--- src/rtl/irda_pw_pkg.sv ---
package irda_pw_pkg;
  typedef enum logic {
    PW_REL   = 1'b0,
    PW_FIXED = 1'b1
  } pw_mode_e;
endpackage

--- src/rtl/irda_pw_load.sv ---
module irda_pw_load #(
  parameter int WIDTH_W   = 8,
  parameter int REL_TICKS = 3,
  parameter int CNT_W     = 8
) (
  input  irda_pw_pkg::pw_mode_e mode_i,
  input  logic [WIDTH_W-1:0]    width_i,
  output logic [CNT_W-1:0]      load_o
);
  // counter expires on the step that finds it at zero, so load count-1
  localparam logic [CNT_W-1:0] REL_LOAD = CNT_W'(REL_TICKS - 1);

  always_comb begin
    if (mode_i == irda_pw_pkg::PW_FIXED) load_o = CNT_W'(width_i);
    else                                 load_o = REL_LOAD;
  end
endmodule

--- src/rtl/irda_pw_timer.sv ---
module irda_pw_timer #(
  parameter int CNT_W = 8
) (
  input  logic             clk_i,
  input  logic             rst_ni,
  input  logic             load_i,
  input  logic [CNT_W-1:0] load_val_i,
  input  logic             step_i,
  output logic             expire_o
);
  logic [CNT_W-1:0] cnt_q;

  always_ff @(posedge clk_i or negedge rst_ni) begin
    if (!rst_ni)                          cnt_q <= '0;
    else if (load_i)                      cnt_q <= load_val_i;
    else if (step_i && cnt_q != '0)       cnt_q <= cnt_q - 1'b1;
  end

  assign expire_o = step_i && (cnt_q == '0) && !load_i;
endmodule

--- src/rtl/irda_pw_gen.sv ---
module irda_pw_gen #(
  parameter int WIDTH_W   = 8,
  parameter int REL_TICKS = 3
) (
  input  logic               clk_i,
  input  logic               rst_ni,
  input  logic               tick16_i,
  input  logic               bit_start_i,
  input  logic               bit_val_i,
  input  logic               fixed_mode_i,
  input  logic [WIDTH_W-1:0] width_i,
  output logic               pulse_o
);
  import irda_pw_pkg::*;

  localparam int REL_W = (REL_TICKS > 1) ? $clog2(REL_TICKS) : 1;
  localparam int CNT_W = (WIDTH_W > REL_W) ? WIDTH_W : REL_W;

  pw_mode_e         mode_in, mode_q;
  logic             active_q, start_zero, step, expire;
  logic [CNT_W-1:0] load_val;

  assign mode_in    = fixed_mode_i ? PW_FIXED : PW_REL;
  assign start_zero = bit_start_i && !bit_val_i;

  irda_pw_load #(
    .WIDTH_W  (WIDTH_W),
    .REL_TICKS(REL_TICKS),
    .CNT_W    (CNT_W)
  ) u_load (
    .mode_i (mode_in),
    .width_i(width_i),
    .load_o (load_val)
  );

  // fixed mode counts module clocks, relative mode counts 16x ticks
  assign step = active_q && ((mode_q == PW_FIXED) || tick16_i);

  irda_pw_timer #(
    .CNT_W(CNT_W)
  ) u_timer (
    .clk_i     (clk_i),
    .rst_ni    (rst_ni),
    .load_i    (start_zero),
    .load_val_i(load_val),
    .step_i    (step),
    .expire_o  (expire)
  );

  always_ff @(posedge clk_i or negedge rst_ni) begin
    if (!rst_ni) begin
      active_q <= 1'b0;
      mode_q   <= PW_REL;
    end else begin
      if (start_zero) mode_q <= mode_in;
      if (bit_start_i)  active_q <= !bit_val_i;
      else if (expire)  active_q <= 1'b0;
    end
  end

  assign pulse_o = active_q;
endmodule

--- config.mk ---
export PLATFORM = sky130hd
export DESIGN_NAME = irda_pw_gen
export DESIGN_NICKNAME = d
export VERILOG_FILES = /design/src/rtl/irda_pw_pkg.sv /design/src/rtl/irda_pw_load.sv /design/src/rtl/irda_pw_timer.sv /design/src/rtl/irda_pw_gen.sv
export SDC_FILE = /design/constraint.sdc
export NUM_CORES = 1
export LEC_CHECK = 0
export ABC_CLOCK_PERIOD_IN_PS = 2150
export CAP_MARGIN = 20
export CORE_UTILIZATION = 35
export DETAILED_ROUTE_END_ITERATION = 8
export PLACE_DENSITY = 0.63
export SETUP_SLACK_MARGIN = 0.4
export SKIP_LAST_GASP = 1
export SYNTH_ARGS = -nofsm -noshare
export SYNTH_HDL_FRONTEND = slang
export SYNTH_SLANG_ARGS = --single-unit
--- constraint.sdc ---
create_clock -name clk_i -period 2.15 [get_ports clk_i]
set_clock_uncertainty 0.2 [all_clocks]
set_input_delay 0.215 -clock clk_i [delete_from_list [all_inputs] [get_ports clk_i]]
set_output_delay 0.215 -clock clk_i [all_outputs]
set_load 0.02 [all_outputs]
# Yosys cells after proc, flatten, opt, wreduce, memory -nomap -nowiden
# Index checks and enable logic that the tools add are counted.
# Widths: inputs -> output; s select.
# word_totals
wordCells	22
regBits	10
output_inout_bits	1
inputBits	14
# classes
reduce_logical	12
addsub	1
mux	6
# ops
op	n
$mux 8	3
$logic_not 8->1	1
$reduce_bool 8->1	1
$sub 8x1->8 const B	1
$logic_and 1x1->1	5
$reduce_bool 2->1	2
$mux 1	3
$logic_not 1->1	2
$logic_or 1x1->1	1

# Longest topological paths before layout
# depth
word_depth	6
ltp_mapped	6
depth_no_buf	6

# Cells and area by module
# A second synthesis with hierarchy kept.
# unflattened
cells_unflattened	77
hier_area_um2	716.9
# modules_own_cells
module	seq_area_each_um2	cells_per_inst	area_per_inst_um2	n_inst
irda_pw_timer	200.2	62	568.0	1
irda_pw_gen	50.0	7	98.8	1
irda_pw_load	0.0	8	50.0	1

# Worst setup path after synthesis
# No wires, ideal clock.
# synth_path
kind	register to register
from	register u_timer.cnt_q[0]
to	register u_timer.cnt_q[1]
path_buffers	0
synth_period_minus_slack_ns	1.627
required_ns	1.867
arrival_time_ns	1.344
setup_ns	0.083
slack_ns	0.523
path_stages_with_launch	7
cell_sequence	dfrtp_1 inv_1 ha_1 nor4b_4 a21oi_2 a21o_1 o22ai_1
# synth_via
elab_chain_len	3
word_cells_on_any_way	6
cone_classes	add/sub (1); mux (2); reduce/logical (3)
# synth_rtl
item	line	text
from (decl)	irda_pw_timer.sv:11	logic [CNT_W-1:0] cnt_q;
from (signal assigned)	irda_pw_timer.sv:15	else if (load_i) cnt_q <= load_val_i;
from (signal assigned)	irda_pw_timer.sv:16	else if (step_i && cnt_q != '0) cnt_q <= cnt_q - 1'b1;
$sub 8x1->8 or $reduce_bool 8->1 (tied branches)	irda_pw_timer.sv:16	
$mux 8 or $logic_and 1x1->1 (tied branches)	irda_pw_timer.sv:16	
$mux 8 or $reduce_bool 2->1 (tied branches)	--	
# Several ways; a longest one is shown, not always the timed one. The select of a mux whose other input is x is not followed.
# A chain may end at the register's enable or synchronous reset.

# Worst setup path after layout
# layout_path
from	register u_timer.cnt_q[1]
to	register u_timer.cnt_q[5]
# Same word-level chain as after synthesis.

==> results.md <==
* Required time of the worst setup path at 2090 ps
* Critical path startpoint: u_timer.cnt_q[1]
* Count of synthesis-stage warnings from yosys at 0
* Drc violations at 0
* Final Hold Vio Count at 0
* Proportion of total power due to net switching at roughly a third
* Fmax achieved at 0.578 GHz
* DRC marker count from the first detailed-route iteration at 10
* Root buffer selected by CTS: sky130_fd_sc_hd__clkbuf_4
* Number of synthesized flops with an enable pin at 0
* Number of top-level design ports at 15
* RD Place Congestion at 0.766
* Wire length of the first global-routing pass at around 2500 um
* Clock-pin transition on the worst setup and hold timing paths at 60 ps
* Reported leakage power at ~0.00038 uW
* Async set or reset register ratio after synthesis at 100%
* Detailed-route wire length per cell at 13.9 um
* Most common cell after layout, fill and taps aside: sky130_fd_sc_hd__clkdlybuf4s50_1
* Prevailing post-synth register cell: sky130_fd_sc_hd__dfrtp_1
* Hold Crit Class: input pin to asynchronous set/reset pin
* Setup crit start kind: flip-flop
* Sequential share of power at between 30% and 40%
* Critical path cell sequence: inv_2 -> ha_4 -> nor4b_4 -> buf_6 -> nand4b_1 -> xor2_1 -> a21oi_1
* Starting Density at 37.5%
* Final cycle utilization of the critical path at 80.5%
* Instance count of the mapped netlist at 71
* Placeable Area at 1730 um2
* Worst IR drop on VDD at 0.000542 V
* Number of maximum-capacitance constraint violations at 0
* R2r startpoint: u_timer.cnt_q[1]
* Setup-violating endpoint count in the final report at 0
* Initial antenna violation count at 0
* Outcome: finished clean
* Summed negative setup slack over all endpoints at 0 ps
* Total global-route track usage at roughly 18%
* Standard cell area after detailed placement at 822 um2
* Slew Limit Fails at 0
* Router iterations before antenna repair at 4
* Clock network fraction of total power at 21.8%
* Post-DP HPWL at 1090 um
* Syn Nets at a little under 90
* PortBufs at 14
* Std-Cell Rows at 15
* Final critical path time including I/O delays and setup at 1730 ps
* TritonCTS clock tree: done
* Syn_area_per_cell at 9.13 um2
* Area of all placed cells without fillers at 943 um2
* Rel. slew slack at 69.2%
* Aggregate routed wire length at 1640 um
* Die width at 45.0 um
* Nets at 110
* Diode count at 0
* Start-to-end type of the worst setup path: flip-flop to flip-flop
* Synthesis-to-finish area growth at 45.6%
* DR vias at about 620
* Distinct cell type count after synthesis at 32
* CTS H-Tree Depth at 1
* Reg2reg setup slack at 420 ps
* Internal power component at ~500 uW
* Total Die Area at 2030 um2
* Number of nets with antenna violations after detailed routing at 0
* Number of global-route vias before repair at 569
* Detailed-route vias per instance at 5.29
* Filler Cells Inserted at 164
* Total standard cell area after synthesis at 648 um2
* Setup repair after global routing missed its margin: yes
* Seq/Total Area, Yosys at 38.6%
* Tightest Pin Transition at 459 ps
* Number of clock sinks seen by CTS at 10
* Grt total ovfl at 0
* Cell with the largest stage delay on the worst path: sky130_fd_sc_hd__dfrtp_1
* Flip-flop and latch count after synthesis at 10
* CP Data Arrival Time at 1670 ps
* Power density of the placed cells at 808 nW/um2
* Pin count of the biggest net entering global routing at 15
* Inserted Clock Buffers at 3
* Combinational share of power at between 40% and 50%
* Reported net switching power at approximately 270 uW
* Clock network latency to the later pin of the worst-skew pair at 270 ps
* Die extent in y at 45.0 um
* Max clock buf depth at 2
* Share of layout cells above drive strength 1 at 22.6%
* CP Capture Type: flip-flop
* Worst-path fanout max at 5
* Most frequent cells in the layout: sky130_fd_sc_hd__clkdlybuf4s50_1 (13), sky130_fd_sc_hd__dfrtp_1 (10), sky130_fd_sc_hd__a21oi_1 (9)
* Slowest stage delay, CP at about 430 ps
[worst max-delay path: cells and delay by family (launching register included)]
kind	cells	cell delay, ps
buffers and inverters	2	270
AND/OR/NAND/NOR	2	320
AO/OA/AOI/OAI	1	80
adder cells (fa/ha/maj)	1	120
flip-flops	1	430
XOR/XNOR	1	190
[power by group through the flow]
stage	combinational (uW)	clock (uW)	sequential (uW)
finish	317	166	279
global placement	222	0	282
CTS	252	175	273
global route	345	185	282
detailed placement	221	0	283
floorplan	151	0	273
[sequential cells by signal, summed over array words and instances, names as in the netlist]
name and cells:
mode_q 1, pulse_o 1, u_timer.cnt_q 8
[kinds of logic after synthesis]
logic type      Yosys count  synth area share, %
fa+ha+maj                 2                 3.86
simple gates             24                 23.0
flops                    10                 38.6
mux                       1                 1.54
xor+xnor                  3                 4.05
buf+inv                   5                 3.09
compound gates           26                 25.9
[Yosys cell counts, types with 2 or more instances]
cell / n / area [um2]
sky130_fd_sc_hd__a21oi_1: 9 / 45.0
sky130_fd_sc_hd__xnor2_1: 2 / 17.5
sky130_fd_sc_hd__a31oi_1: 2 / 12.5
sky130_fd_sc_hd__nand2_1: 4 / 15.0
sky130_fd_sc_hd__nor3_1: 5 / 25.0
sky130_fd_sc_hd__nand3_1: 2 / 10.0
sky130_fd_sc_hd__nor2_1: 3 / 11.3
sky130_fd_sc_hd__a31o_2: 2 / 17.5
sky130_fd_sc_hd__nor2b_1: 3 / 18.8
sky130_fd_sc_hd__dfrtp_1: 10 / 250
sky130_fd_sc_hd__o211ai_1: 2 / 15.0
sky130_fd_sc_hd__inv_1: 2 / 7.51
sky130_fd_sc_hd__a41oi_1: 2 / 17.5
sky130_fd_sc_hd__a211oi_1: 2 / 15.0
sky130_fd_sc_hd__ha_1: 2 / 25.0
sky130_fd_sc_hd__o21ai_0: 3 / 15.0
[per-layer routing]
metal | track usage (%) | share of wire [%] | vias to the layer above
li1 | - | - | 311
met1 | 22.4 | 44 | 289
met2 | 27.8 | 51 | 22
met3 | 7.20 | 3.5 | 2
met4 | 7.27 | 0.86 | 0
met5 | 0 | 0 | -
[final timing paths]
| kind | depth (start not counted) | to |
|---|---|---|
| setup / recovery | 7 | u_timer.cnt_q[5] |
| hold / removal | 1 | u_timer.cnt_q[6] |
| setup reg to reg | 7 | u_timer.cnt_q[5] |
| hold reg to reg | 2 | mode_q |
| max in group asynchronous | 1 | u_timer.cnt_q[4] |
| min in group clk_i | 3 | u_timer.cnt_q[2] |
[final cells by class]
| type | instances | area (um2) | share of cell area (%) |
|---|---|---|---|
| multi-input cells | 56 | 415 | 44.0 |
| clock buffers | 4 | 36.3 | 3.85 |
| well taps | 25 | 31.3 | 3.32 |
| repair buffers | 21 | 203 | 21.5 |
| flip-flops and latches | 10 | 250 | 26.5 |
| inverters | 2 | 7.51 | 0.796 |
[per-stage QoR]
| stage | setup WS (ps) | power [uW] | util, % | std cells | hold WS (ps) |
|---|---|---|---|---|---|
| floorplan | 523 | 424 | - | 71 | -281 |
| CTS | 410 | 700 | 51.0 | 116 | 71.4 |
| global route | 327 | 813 | 54.6 | 118 | 85.5 |
| finish | 420 | 763 | 54.6 | 118 | 66.6 |
| global placement | 375 | 504 | 47.6 | 109 | 332 |
| detailed placement | 371 | 504 | 47.6 | 109 | 338 |
[timing repair]
action | in CTS | in global routing
hold buffers | 0 | 0
endpoints found under the setup margin | 3 | 10
setup buffers | 3 | 2
pin swaps | 0 | 7
gates resized for setup | 0 | 13
Note: power is estimated with default switching activity, not from simulation.
